## src/rtl/sfc_pkg.sv

```systemverilog
package sfc_pkg;
    localparam int REG_AW = 6;
    localparam logic [REG_AW-1:0] A_RXD  = 6'h00;
    localparam logic [REG_AW-1:0] A_TXD  = 6'h04;
    localparam logic [REG_AW-1:0] A_CTRL = 6'h08;
    localparam logic [REG_AW-1:0] A_BLEN = 6'h20;
    localparam logic [REG_AW-1:0] A_SLEN = 6'h24;
    localparam logic [REG_AW-1:0] A_LVL  = 6'h28;

    typedef enum logic [2:0] {
        ST_IDLE,
        ST_LOAD,
        ST_LEAD,
        ST_TRAIL,
        ST_STORE
    } eng_state_t;
endpackage

```

## src/rtl/sfc_fifo.sv

```systemverilog
module sfc_fifo #(
    parameter int WIDTH = 8,
    parameter int DEPTH = 64,
    parameter int LVL_W = $clog2(DEPTH + 1)
) (
    input  logic             clk,
    input  logic             rst_n,
    input  logic             flush,
    input  logic             push,
    input  logic [WIDTH-1:0] wdata,
    input  logic             pop,
    output logic [WIDTH-1:0] rdata,
    output logic [LVL_W-1:0] level,
    output logic             empty,
    output logic             full
);
    localparam int PTR_W = $clog2(DEPTH);

    logic [WIDTH-1:0] store [DEPTH];
    logic [PTR_W-1:0] wp, rp;
    logic             do_push, do_pop;

    assign empty   = (level == '0);
    assign full    = (level == LVL_W'(DEPTH));
    assign do_push = push && !full;
    assign do_pop  = pop && !empty;
    assign rdata   = empty ? '0 : store[rp];

    always_ff @(posedge clk) begin
        if (do_push && !flush) store[wp] <= wdata;
    end

    always_ff @(posedge clk or negedge rst_n) begin
        if (!rst_n) begin
            wp    <= '0;
            rp    <= '0;
            level <= '0;
        end else if (flush) begin
            wp    <= '0;
            rp    <= '0;
            level <= '0;
        end else begin
            if (do_push) wp <= (wp == PTR_W'(DEPTH - 1)) ? '0 : wp + 1'b1;
            if (do_pop)  rp <= (rp == PTR_W'(DEPTH - 1)) ? '0 : rp + 1'b1;
            level <= level + LVL_W'(do_push) - LVL_W'(do_pop);
        end
    end

    // the fill level never passes the depth
    a_r3_level_bound: assert property (@(posedge clk) disable iff (!rst_n)
        level <= LVL_W'(DEPTH));

    // a push into a full queue leaves the level unchanged
    a_r3_full_drop: assert property (@(posedge clk) disable iff (!rst_n)
        (push && full && !pop && !flush) |=> (level == $past(level)));

    // a pop of an empty queue leaves it empty
    a_r4_empty_pop: assert property (@(posedge clk) disable iff (!rst_n)
        (pop && empty && !push && !flush) |=> (level == '0));
endmodule

```

## src/rtl/sfc_engine.sv

```systemverilog
module sfc_engine
    import sfc_pkg::*;
#(
    parameter int CNT_W = 24
) (
    input  logic             clk,
    input  logic             rst_n,
    input  logic             start,
    input  logic             cpol,
    input  logic             cpha,
    input  logic [CNT_W-1:0] burst_len,
    input  logic [CNT_W-1:0] send_len,
    input  logic             tick,
    input  logic             tx_empty,
    input  logic [7:0]       tx_data,
    output logic             tx_pop,
    output logic             rx_push,
    output logic [7:0]       rx_data,
    input  logic             miso,
    output logic             sclk,
    output logic             mosi,
    output logic             busy
);
    eng_state_t       state, nxt;
    logic [CNT_W-1:0] remain, sent;
    logic [2:0]       bitn;
    logic [7:0]       txs, rxs;
    logic [7:0]       ld_byte;
    logic             sclk_r, mosi_r;

    // state register
    always_ff @(posedge clk or negedge rst_n) begin
        if (!rst_n) state <= ST_IDLE;
        else        state <= nxt;
    end

    // transitions
    always_comb begin
        nxt = state;
        unique case (state)
            ST_IDLE:  if (start) nxt = ST_LOAD;
            ST_LOAD:  nxt = ST_LEAD;
            ST_LEAD:  if (tick) nxt = ST_TRAIL;
            ST_TRAIL: if (tick) nxt = (bitn == 3'd7) ? ST_STORE : ST_LEAD;
            ST_STORE: nxt = (remain == CNT_W'(1)) ? ST_IDLE : ST_LOAD;
            default:  nxt = ST_IDLE;
        endcase
    end

    assign tx_pop  = (state == ST_LOAD) && (sent < send_len) && !tx_empty;
    assign ld_byte = tx_pop ? tx_data : 8'h00;
    assign rx_push = (state == ST_STORE);
    assign rx_data = rxs;
    assign busy    = (state != ST_IDLE);
    assign sclk    = sclk_r;
    assign mosi    = mosi_r;

    // outputs and datapath
    always_ff @(posedge clk or negedge rst_n) begin
        if (!rst_n) begin
            remain <= '0;
            sent   <= '0;
            bitn   <= '0;
            txs    <= '0;
            rxs    <= '0;
            sclk_r <= 1'b0;
            mosi_r <= 1'b0;
        end else begin
            unique case (state)
                ST_IDLE: begin
                    sclk_r <= cpol;
                    if (start) begin
                        remain <= burst_len;
                        sent   <= '0;
                    end
                end
                ST_LOAD: begin
                    sent <= sent + 1'b1;
                    bitn <= '0;
                    if (!cpha) begin
                        mosi_r <= ld_byte[7];
                        txs    <= {ld_byte[6:0], 1'b0};
                    end else begin
                        txs <= ld_byte;
                    end
                end
                ST_LEAD: if (tick) begin
                    sclk_r <= ~sclk_r;
                    if (!cpha) rxs <= {rxs[6:0], miso};
                    else begin
                        mosi_r <= txs[7];
                        txs    <= {txs[6:0], 1'b0};
                    end
                end
                ST_TRAIL: if (tick) begin
                    sclk_r <= ~sclk_r;
                    bitn   <= bitn + 1'b1;
                    if (cpha) rxs <= {rxs[6:0], miso};
                    else begin
                        mosi_r <= txs[7];
                        txs    <= {txs[6:0], 1'b0};
                    end
                end
                ST_STORE: remain <= remain - 1'b1;
                default: ;
            endcase
        end
    end

    // during a burst the clock moves only after a tick
    a_r12_tick_paced: assert property (@(posedge clk) disable iff (!rst_n)
        (busy && $past(busy) && (sclk != $past(sclk))) |-> $past(tick));

    // the clock rests at the polarity level while idle
    a_r9_idle_level: assert property (@(posedge clk) disable iff (!rst_n)
        (!busy && $past(!busy) && $stable(cpol)) |-> (sclk == cpol));

    // a burst ends after whole clock periods
    a_r8_whole_periods: assert property (@(posedge clk) disable iff (!rst_n)
        $fell(busy) |-> (sclk == cpol));
endmodule

```

## src/rtl/sfc_csgen.sv

```systemverilog
module sfc_csgen #(
    parameter int N_CS  = 4,
    parameter int SEL_W = $clog2(N_CS)
) (
    input  logic [SEL_W-1:0] sel,
    input  logic             manual,
    input  logic             man_level,
    input  logic             act_low,
    input  logic             busy,
    output logic [N_CS-1:0]  cs
);
    for (genvar gi = 0; gi < N_CS; gi++) begin : g_line
        always_comb begin
            if (sel != SEL_W'(gi)) cs[gi] = act_low;
            else if (manual)       cs[gi] = man_level;
            else                   cs[gi] = busy ? ~act_low : act_low;
        end
    end
endmodule

```

## src/rtl/spim_fifo_ctrl.sv

```systemverilog
module spim_fifo_ctrl
    import sfc_pkg::*;
#(
    parameter int FIFO_DEPTH = 64,
    parameter int CNT_W      = 24,
    parameter int N_CS       = 4
) (
    input  logic                  clk,
    input  logic                  rst_n,
    input  logic                  bus_en,
    input  logic                  bus_wr,
    input  logic [REG_AW-1:0]     bus_addr,
    input  logic [31:0]           bus_wdata,
    output logic [31:0]           bus_rdata,
    input  logic                  sclk_tick,
    input  logic                  miso,
    output logic                  sclk,
    output logic                  mosi,
    output logic [N_CS-1:0]       cs_line
);
    localparam int LVL_W = $clog2(FIFO_DEPTH + 1);
    localparam int SEL_W = $clog2(N_CS);

    logic             en_q, mst_q, cpha_q, cpol_q, clow_q, man_q, lvl_q;
    logic [SEL_W-1:0] sel_q;
    logic [CNT_W-1:0] blen_q, slen_q;
    logic             wr_ctrl, tx_flush, rx_flush, start;
    logic             tx_push, rx_pop, tx_pop, rx_push, busy;
    logic [7:0]       tx_head, rx_head, rx_byte;
    logic [LVL_W-1:0] tx_lvl, rx_lvl;
    logic             tx_empty, tx_full, rx_empty, rx_full;
    logic [31:0]      ctrl_rd, lvl_rd;

    assign wr_ctrl  = bus_en && bus_wr && (bus_addr == A_CTRL);
    assign tx_flush = wr_ctrl && bus_wdata[8];
    assign rx_flush = wr_ctrl && bus_wdata[9];
    assign start    = wr_ctrl && bus_wdata[10] && bus_wdata[0]
                      && (blen_q != '0) && !busy;
    assign tx_push  = bus_en && bus_wr && (bus_addr == A_TXD);
    assign rx_pop   = bus_en && !bus_wr && (bus_addr == A_RXD);

    always_ff @(posedge clk or negedge rst_n) begin
        if (!rst_n) begin
            {en_q, mst_q, cpha_q, cpol_q, clow_q, man_q, lvl_q} <= '0;
            sel_q  <= '0;
            blen_q <= '0;
            slen_q <= '0;
        end else if (bus_en && bus_wr) begin
            if (bus_addr == A_CTRL) begin
                en_q   <= bus_wdata[0];
                mst_q  <= bus_wdata[1];
                cpha_q <= bus_wdata[2];
                cpol_q <= bus_wdata[3];
                clow_q <= bus_wdata[4];
                sel_q  <= bus_wdata[12 +: SEL_W];
                man_q  <= bus_wdata[16];
                lvl_q  <= bus_wdata[17];
            end
            if (bus_addr == A_BLEN) blen_q <= bus_wdata[CNT_W-1:0];
            if (bus_addr == A_SLEN) slen_q <= bus_wdata[CNT_W-1:0];
        end
    end

    always_comb begin
        ctrl_rd              = '0;
        ctrl_rd[0]           = en_q;
        ctrl_rd[1]           = mst_q;
        ctrl_rd[2]           = cpha_q;
        ctrl_rd[3]           = cpol_q;
        ctrl_rd[4]           = clow_q;
        ctrl_rd[10]          = busy;
        ctrl_rd[12 +: SEL_W] = sel_q;
        ctrl_rd[16]          = man_q;
        ctrl_rd[17]          = lvl_q;
        lvl_rd               = '0;
        lvl_rd[LVL_W-1:0]    = rx_lvl;
        lvl_rd[16 +: LVL_W]  = tx_lvl;
    end

    always_comb begin
        bus_rdata = '0;
        case (bus_addr)
            A_RXD:   bus_rdata[7:0] = rx_head;
            A_CTRL:  bus_rdata = ctrl_rd;
            A_BLEN:  bus_rdata[CNT_W-1:0] = blen_q;
            A_SLEN:  bus_rdata[CNT_W-1:0] = slen_q;
            A_LVL:   bus_rdata = lvl_rd;
            default: bus_rdata = '0;
        endcase
    end

    sfc_fifo #(.WIDTH(8), .DEPTH(FIFO_DEPTH), .LVL_W(LVL_W)) i_txq (
        .clk(clk), .rst_n(rst_n), .flush(tx_flush),
        .push(tx_push), .wdata(bus_wdata[7:0]),
        .pop(tx_pop), .rdata(tx_head),
        .level(tx_lvl), .empty(tx_empty), .full(tx_full)
    );

    sfc_fifo #(.WIDTH(8), .DEPTH(FIFO_DEPTH), .LVL_W(LVL_W)) i_rxq (
        .clk(clk), .rst_n(rst_n), .flush(rx_flush),
        .push(rx_push), .wdata(rx_byte),
        .pop(rx_pop), .rdata(rx_head),
        .level(rx_lvl), .empty(rx_empty), .full(rx_full)
    );

    sfc_engine #(.CNT_W(CNT_W)) i_eng (
        .clk(clk), .rst_n(rst_n), .start(start),
        .cpol(cpol_q), .cpha(cpha_q),
        .burst_len(blen_q), .send_len(slen_q), .tick(sclk_tick),
        .tx_empty(tx_empty), .tx_data(tx_head), .tx_pop(tx_pop),
        .rx_push(rx_push), .rx_data(rx_byte),
        .miso(miso), .sclk(sclk), .mosi(mosi), .busy(busy)
    );

    sfc_csgen #(.N_CS(N_CS), .SEL_W(SEL_W)) i_cs (
        .sel(sel_q), .manual(man_q), .man_level(lvl_q),
        .act_low(clow_q), .busy(busy), .cs(cs_line)
    );

    logic [N_CS-1:0] cs_active;
    assign cs_active = clow_q ? ~cs_line : cs_line;

    // at most one line is ever active
    a_r11_single_line: assert property (@(posedge clk) disable iff (!rst_n)
        $onehot0(cs_active));

    // the selected line is active for the whole automatic burst
    a_r11_auto_assert: assert property (@(posedge clk) disable iff (!rst_n)
        (busy && !man_q) |-> cs_active[sel_q]);

    // a start request turns the busy bit on in the next cycle
    a_r7_start_busy: assert property (@(posedge clk) disable iff (!rst_n)
        start |=> busy);

    // no received byte is lost inside a legal burst
    a_r8_rx_room: assert property (@(posedge clk) disable iff (!rst_n)
        (rx_push && !rx_pop) |-> !rx_full || rx_flush);
endmodule

```

## config.mk

```make
export PLATFORM = sky130hd
export DESIGN_NAME = spim_fifo_ctrl
export DESIGN_NICKNAME = d
export VERILOG_FILES = /design/src/rtl/sfc_pkg.sv /design/src/rtl/sfc_fifo.sv /design/src/rtl/sfc_engine.sv /design/src/rtl/sfc_csgen.sv /design/src/rtl/spim_fifo_ctrl.sv
export SDC_FILE = /design/constraint.sdc
export NUM_CORES = 1
export LEC_CHECK = 0
export BUFFER_PORTS_ARGS = -buffer_cell sky130_fd_sc_hd__buf_4
export CORE_UTILIZATION = 60
export DETAILED_ROUTE_END_ITERATION = 8
export GPL_TIMING_DRIVEN = 0
export PLACE_DENSITY_LB_ADDON = 0.15
export SYNTH_ARGS = -nofsm -noshare
export SYNTH_HDL_FRONTEND = slang
export SYNTH_SLANG_ARGS = --single-unit
```

## constraint.sdc

```tcl
create_clock -name clk -period 5.2 [get_ports clk]
set_input_delay 0.26 -clock clk [delete_from_list [all_inputs] [get_ports clk]]
set_output_delay 0.26 -clock clk [all_outputs]
set_load 0.1 [all_outputs]
```

Word level (Yosys, flattened, before mapping) --
Memory sizes are Yosys's and may differ from the RTL's. Index checks and enable logic that the tools add are counted. Widths: inputs -> output; s select.
Word-level totals: register bits after elaboration 167, bits in latches 0, memory bits (writable) 1024, ROM bits 0, bits of input ports 44, output and inout bits 38, logic and storage cells 185, memories 2
Memories:
- i_rxq.store | depth 64, bits a word 8, rd ports 1, clocked after Yosys merged registers in 0, wr ports 1, line sfc_fifo.sv:19 | logic [WIDTH-1:0] store [DEPTH];
- i_txq.store | depth 64, bits a word 8, rd ports 1, clocked after Yosys merged registers in 0, wr ports 1, line sfc_fifo.sv:19
Cells by class: add/subtract/negate cells 11, $mul 0, divide/modulo/power cells 0, order comparisons 1, equal/unequal tests 29, shift operators 0, mux-type cells 60, bitwise gates (word level) 2, reduce and logical (&&, ||, !) cells 56
Operator list (count):
- $mux 8 | 12
- $pmux 24 s2 | 2
- $mux 6 | 12
- $pmux 16 s4 | 1
- $mux 24 | 2
- $eq 6x6->1 const B | 7
- $pmux 8 s5 | 1
- $add 24x1->24 const B | 1
- $add 6x1->6 const B | 4
- $eq 24x1->1 const B | 1
- $lt 24x24->1 | 1
- $pmux 8 s3 | 1
- $reduce_bool 24->1 | 1
- $sub 24x1->24 const B | 1
- $reduce_bool 2->1 | 10
- $logic_and 1x1->1 | 19
- $ne 2x2->1 const B | 9
- $mux 1 | 17
- $pmux 8 s2 | 1
- $mux 3 | 5
- $pmux 3 s5 | 1
- $add 7x1->7 | 2
- $eq 7x7->1 const B | 2
- $logic_not 7->1 | 2
- 22 further kinds | 44

Longest topological paths before layout --
depth after elaboration 8, depth in mapped cells 20, gate-level depth less buffers 19

Hierarchy --
From an unflattened synthesis, not the netlist that was laid out.
Unflattened totals: cells, all modules 2796, area, all modules 49576.3 sq um
By module, submodules not included:
- sfc_fifo (i_rxq) | instances 1, cells an instance 1031, area each 21015.2 sq um, sequential area each 15850.2 sq um
- sfc_fifo (i_txq) | instances 1, cells an instance 1016, area each 21001.4 sq um, sequential area each 15850.2 sq um
- sfc_engine | instances 1, cells an instance 493, area each 4398.0 sq um, sequential area each 1801.7 sq um
- spim_fifo_ctrl | instances 1, cells an instance 242, area each 3078.0 sq um, sequential area each 1426.4 sq um
- sfc_csgen | instances 1, cells an instance 14, area each 83.8 sq um, sequential area each 0.0 sq um

Worst setup path after synthesis --
OpenSTA, ideal clock, no wires.
kind input port to output port, from input bus_addr[2], to output bus_rdata[21], arrival 3.821 ns, required time 4.940 ns, path slack 1.119 ns, stages on the path 5, buffers on the path 3, cells stage by stage clkbuf_1 -> clkbuf_1 -> clkbuf_1 -> mux2i_1 -> o21ai_0
Between the ends: longest elaborated chain between the ends 2, elaborated cells between the ends (all ways) 5, those cells by class 4 x eq/ne; 1 x mux
Ends and longest elaborated chain:
- start, declared | line spim_fifo_ctrl.sv:12 | input logic [REG_AW-1:0] bus_addr,
- $eq 6x6->1 / $eq 6x4->1 (equally long branches) | line spim_fifo_ctrl.sv:82 | case (bus_addr)
- $pmux 16 s4 (*) | line spim_fifo_ctrl.sv:82
- end, declared | line spim_fifo_ctrl.sv:14 | output logic [31:0] bus_rdata,
Every way passes the cells marked *; elsewhere a longest branch is shown, timed or not.

Worst setup path after layout --
from register i_rxq.rp[0], to output bus_rdata[4]
Between the ends: longest elaborated chain between the ends 3
Ends and longest elaborated chain:
- start, declared | line sfc_fifo.sv:20 | logic [PTR_W-1:0] wp, rp;
- start signal, assigned | line sfc_fifo.sv:44 | if (do_pop) rp <= (rp == PTR_W'(DEPTH - 1)) ? '0 : rp + 1'b1;
- $mem_v2 64x8
- $mux 8 | line sfc_fifo.sv:27 | assign rdata = empty ? '0 : store[rp];
- $pmux 8 s5 | line spim_fifo_ctrl.sv:82
Every way passes these cells.

==> impl_summary.log <==
INFO  metric grt-ovfl-total = 0
INFO  metric globalplace.congestion = 0.963
INFO  metric postSynthAreaPerCell = 18.1 um^2
INFO  metric rsz0062_at_grt = no
INFO  metric average_detailed_routed_wire_length_per_instance = 29.1 um
INFO  metric min_setup_slack_post_route = 0.217 ns
INFO  metric clock_tree.root_cell = sky130_fd_sc_hd__clkbuf_16
INFO  metric worstPathCellList = clkbuf_1 -> clkbuf_1 -> buf_2 -> mux4_2 -> mux4_2 -> mux2i_1 -> o22ai_1 -> a211o_1 -> buf_4
INFO  metric initial_utilization = 60.7%
INFO  metric dominantRegCellSynth = sky130_fd_sc_hd__edfxtp_1
INFO  metric worst_flop_to_flop_path_startpoint = slen_q[21]
INFO  metric clkSinkCount = 1191
INFO  metric port_buffers = 64
INFO  metric pin_count = 82
INFO  metric critical_path.max_stage_delay = 0.56 ns
INFO  metric dr_wl_met2 = 57700 um
INFO  metric grt_pass1_wl = 175000 um
INFO  metric drive_above_1_share = 22.4%
INFO  metric clk_path_buf_depth = 3
INFO  metric finalInstanceArea = 0.0551 mm^2
INFO  metric dpl-instance-area = 0.0510 mm^2
INFO  metric power.total = 0.0253 W
INFO  metric post-place-ws = -0.545 ns
INFO  metric clock.fmax = 201 MHz
INFO  metric hold_class = input pin to async pin
INFO  metric grt_pass1_vias = 26700
INFO  metric synth-compound-area-share = 3.65%
INFO  metric yosys_warnings = 0
INFO  metric critical_path_peak_fanout = 10
INFO  metric pwr_density_cell = 460 mW/mm^2
INFO  metric synth_edf_count = 1024
INFO  metric path_class = flop to output pin
INFO  metric pin_count_of_the_biggest_net_entering_global_routing = 95
INFO  metric muxShareOfSynthArea = 16.4%
INFO  metric critPathSlowestCell = sky130_fd_sc_hd__mux4_2
INFO  metric timing.critical_path.max_delay_family = multiplexers
INFO  metric count_of_final_max_slew_check_failures = 4
INFO  metric clock-skew-final = 0.0346 ns
INFO  metric fill_cells = 5097
INFO  metric status = finished with violations
INFO  metric logic_depth_of_the_worst_path_buffers_included = 9
INFO  metric grt_antenna_before_repair = 0
INFO  metric final_period_minus_worst_setup_slack = 4.98 ns
INFO  metric cp-end-kind = output pin
INFO  metric fp.dieArea = 0.0827 mm^2
INFO  metric final.period_utilization = 95.8%
INFO  metric yosys.cell_types.count = 65
INFO  metric tritoncts.num_buffers = 115
INFO  metric static-leakage-power = 18.5 nW
INFO  metric initialDrtViolationCount = 3376
INFO  metric synth-seq-cells = 1191
INFO  metric clock_latency_of_the_later_clocked_register_in_the_worst_skew_pair = 0.70 ns
INFO  metric timing.hold.ws = 0.128 ns
INFO  metric synth_xor_area_share = 0.412%
INFO  metric yosys.area_share.simple = 4.99%
INFO  metric post-route-util = 68.4%
INFO  metric layout.cells.most_common = sky130_fd_sc_hd__edfxtp_1
INFO  metric met1Wirelength = 47300 um
INFO  metric core_ar = 0.0805 mm^2
INFO  metric crit_path_start_kind = flop
INFO  metric worst_r2r_endpoint = i_txq.level[6]
INFO  metric routed_via_density = 6.56
INFO  metric synthesis.area = 0.0489 mm^2
INFO  metric synthAdderAreaFrac = 1.36%
INFO  metric grt_util_all_layers = 29.3%
INFO  metric failing_checks = capacitance limit, slew limit
INFO  metric detailedRoute.firstPassIterationCount = 6
INFO  metric synth-async-reset-ratio = 14.0%
INFO  metric maxSlewHeadroom = -5.95%
INFO  metric die-width = 288 um
INFO  metric maxCapViolCount = 1
INFO  metric cts.reportedPaths.clkPinSlew = 0.07 ns
INFO  metric critical_path_required = 4.94 ns
INFO  metric timing.critical_path.buf_inv = 4
INFO  metric totalWireLength = 119000 um
INFO  metric floorplan.rows = 104
INFO  metric worstMarginPinSlew = 1.55 ns
INFO  metric synth_sequential_area_ratio = 71.4%
INFO  metric top_layer_used = met4
INFO  metric vdd_drop_max = 0.000330 V
INFO  metric die_height = 288 um
INFO  metric timing.reg2reg.worst_path_depth = 18
INFO  metric reg2reg_setup_slack = 0.30 ns
INFO  metric antenna_violating_nets_post_route = 0
INFO  metric setup_violations = 0
INFO  metric final_cell_mix = sky130_fd_sc_hd__edfxtp_1 (1024), sky130_fd_sc_hd__mux4_2 (288), sky130_fd_sc_hd__nor2_1 (231), sky130_fd_sc_hd__dfrtp_1 (159), sky130_fd_sc_hd__nand2_1 (116)
INFO  metric fin_nets = 3019
INFO  metric synth_top_family_by_area = multiplexers
INFO  metric critical_path_arrival = 4.72 ns
INFO  metric dr_total_vias = 26800
INFO  metric netlist_instances = 2704
INFO  metric tritoncts_clock_tree = yes
INFO  metric detailroute.wirelength.met3 = 10800 um
INFO  metric finalHoldViolations = 0
INFO  metric dp_hpwl = 78500 um
INFO  metric drc = 0
INFO  metric cts_htree_levels = 3
INFO  metric syn_to_final_growth = 12.6%
[metal layers]
metal | global-route usage (%) | vias to the layer above
met5 | 0 | -
met4 | 7.78 | 0
met3 | 5.61 | 214
met2 | 46.5 | 1411
met1 | 42.3 | 13900
li1 | - | 11300
[per-stage QoR]
step                      instances  TNS (ns)
after floorplan                2711         0
after global placement         3835    -0.786
after detailed placement       3846    -0.690
after CTS                      4078         0
after global routing           4079         0
final                          4080         0
[Yosys cell counts (9+ instances only)]
cell | instances | area, um^2
sky130_fd_sc_hd__nand2b_1 | 12 | 75.1
sky130_fd_sc_hd__o211ai_1 | 10 | 75.1
sky130_fd_sc_hd__edfxtp_1 | 1024 | 30700
sky130_fd_sc_hd__nand3_1 | 38 | 190
sky130_fd_sc_hd__clkbuf_1 | 84 | 315
sky130_fd_sc_hd__a211oi_1 | 16 | 120
sky130_fd_sc_hd__nand4_1 | 10 | 62.6
sky130_fd_sc_hd__dfrtp_1 | 167 | 4180
sky130_fd_sc_hd__or3_1 | 11 | 68.8
sky130_fd_sc_hd__nor2_1 | 231 | 867
sky130_fd_sc_hd__buf_2 | 22 | 110
sky130_fd_sc_hd__o21ai_0 | 69 | 345
sky130_fd_sc_hd__mux4_2 | 288 | 6490
sky130_fd_sc_hd__buf_4 | 20 | 150
sky130_fd_sc_hd__nor2b_1 | 29 | 181
sky130_fd_sc_hd__xor2_1 | 12 | 105
sky130_fd_sc_hd__mux2i_1 | 70 | 701
sky130_fd_sc_hd__a22oi_1 | 15 | 113
sky130_fd_sc_hd__nor3_1 | 22 | 110
sky130_fd_sc_hd__a221o_1 | 9 | 90.1
sky130_fd_sc_hd__and3_1 | 15 | 93.8
sky130_fd_sc_hd__mux2_2 | 76 | 856
sky130_fd_sc_hd__inv_1 | 50 | 188
sky130_fd_sc_hd__a21oi_1 | 58 | 290
sky130_fd_sc_hd__nor4_1 | 15 | 93.8
sky130_fd_sc_hd__buf_1 | 16 | 60.1
sky130_fd_sc_hd__o22ai_1 | 23 | 144
sky130_fd_sc_hd__a21o_1 | 10 | 75.1
sky130_fd_sc_hd__xnor2_1 | 11 | 96.3
sky130_fd_sc_hd__nand2_1 | 116 | 435
sky130_fd_sc_hd__ha_1 | 50 | 626
[cells by family (layout without fill, tap and decap cells)]
family | after synthesis | in the layout
DFF | 1191 | 1191
and+or+nand+nor | 535 | 535
muxes | 434 | 434
AOI/OAI and AO/OA | 273 | 273
buffers and inverters | 195 | 503
adders and majority gates | 52 | 52
xor gates and xnor gates | 23 | 23
other | 1 | 9
[power by group]
| part | switching, W | internal, W |
|---|---|---|
| clock | 0.00363 | 0.00487 |
| sequential | 0.000546 | 0.0113 |
| combinational | 0.00303 | 0.00194 |
| total | 0.00721 | 0.0181 |
[state kept, by name (all words and copies together) (netlist names), 8 cells and up]
signal	count
slen_q	24
i_eng.rx_data	8
i_txq.store	512
i_eng.remain	24
i_rxq.store	512
blen_q	24
i_eng.txs	8
i_eng.sent	24
[worst max-delay path by stage]
stage | start | to
finish | i_rxq.rp[0] | bus_rdata[4]
floorplan | bus_addr[2] | bus_rdata[21]
global route | i_rxq.rp[0] | bus_rdata[4]
detailed placement | i_eng.sent[15] | i_txq.level[6]
CTS | i_txq.level[2] | i_txq.level[6]
global placement | slen_q[3] | i_txq.level[6]
[layout make-up]
cell class              count  area (um^2)  share of cell area (%)
diodes                      1         2.50                 0.00455
plain buffers             143          647                    1.17
clock buffers             137         2990                    5.43
clock inverters            76          881                    1.60
inverters                  52          196                   0.357
multi-input cells        1325        13200                    23.9
flip-flops and latches   1191        34900                    63.5
well taps                1060         1330                    2.41
repair buffers             95          892                    1.62
[timing repair]
item / 4_1_cts / 5_1_grt
resized for setup: 2 / 1
setup endpoints to repair: 3 / 1
hold buffers: 19 / 0
hold endpoints to repair: 114 / 0
buffers inserted: 0 / 0
Power figures use the tool's default switching activity.
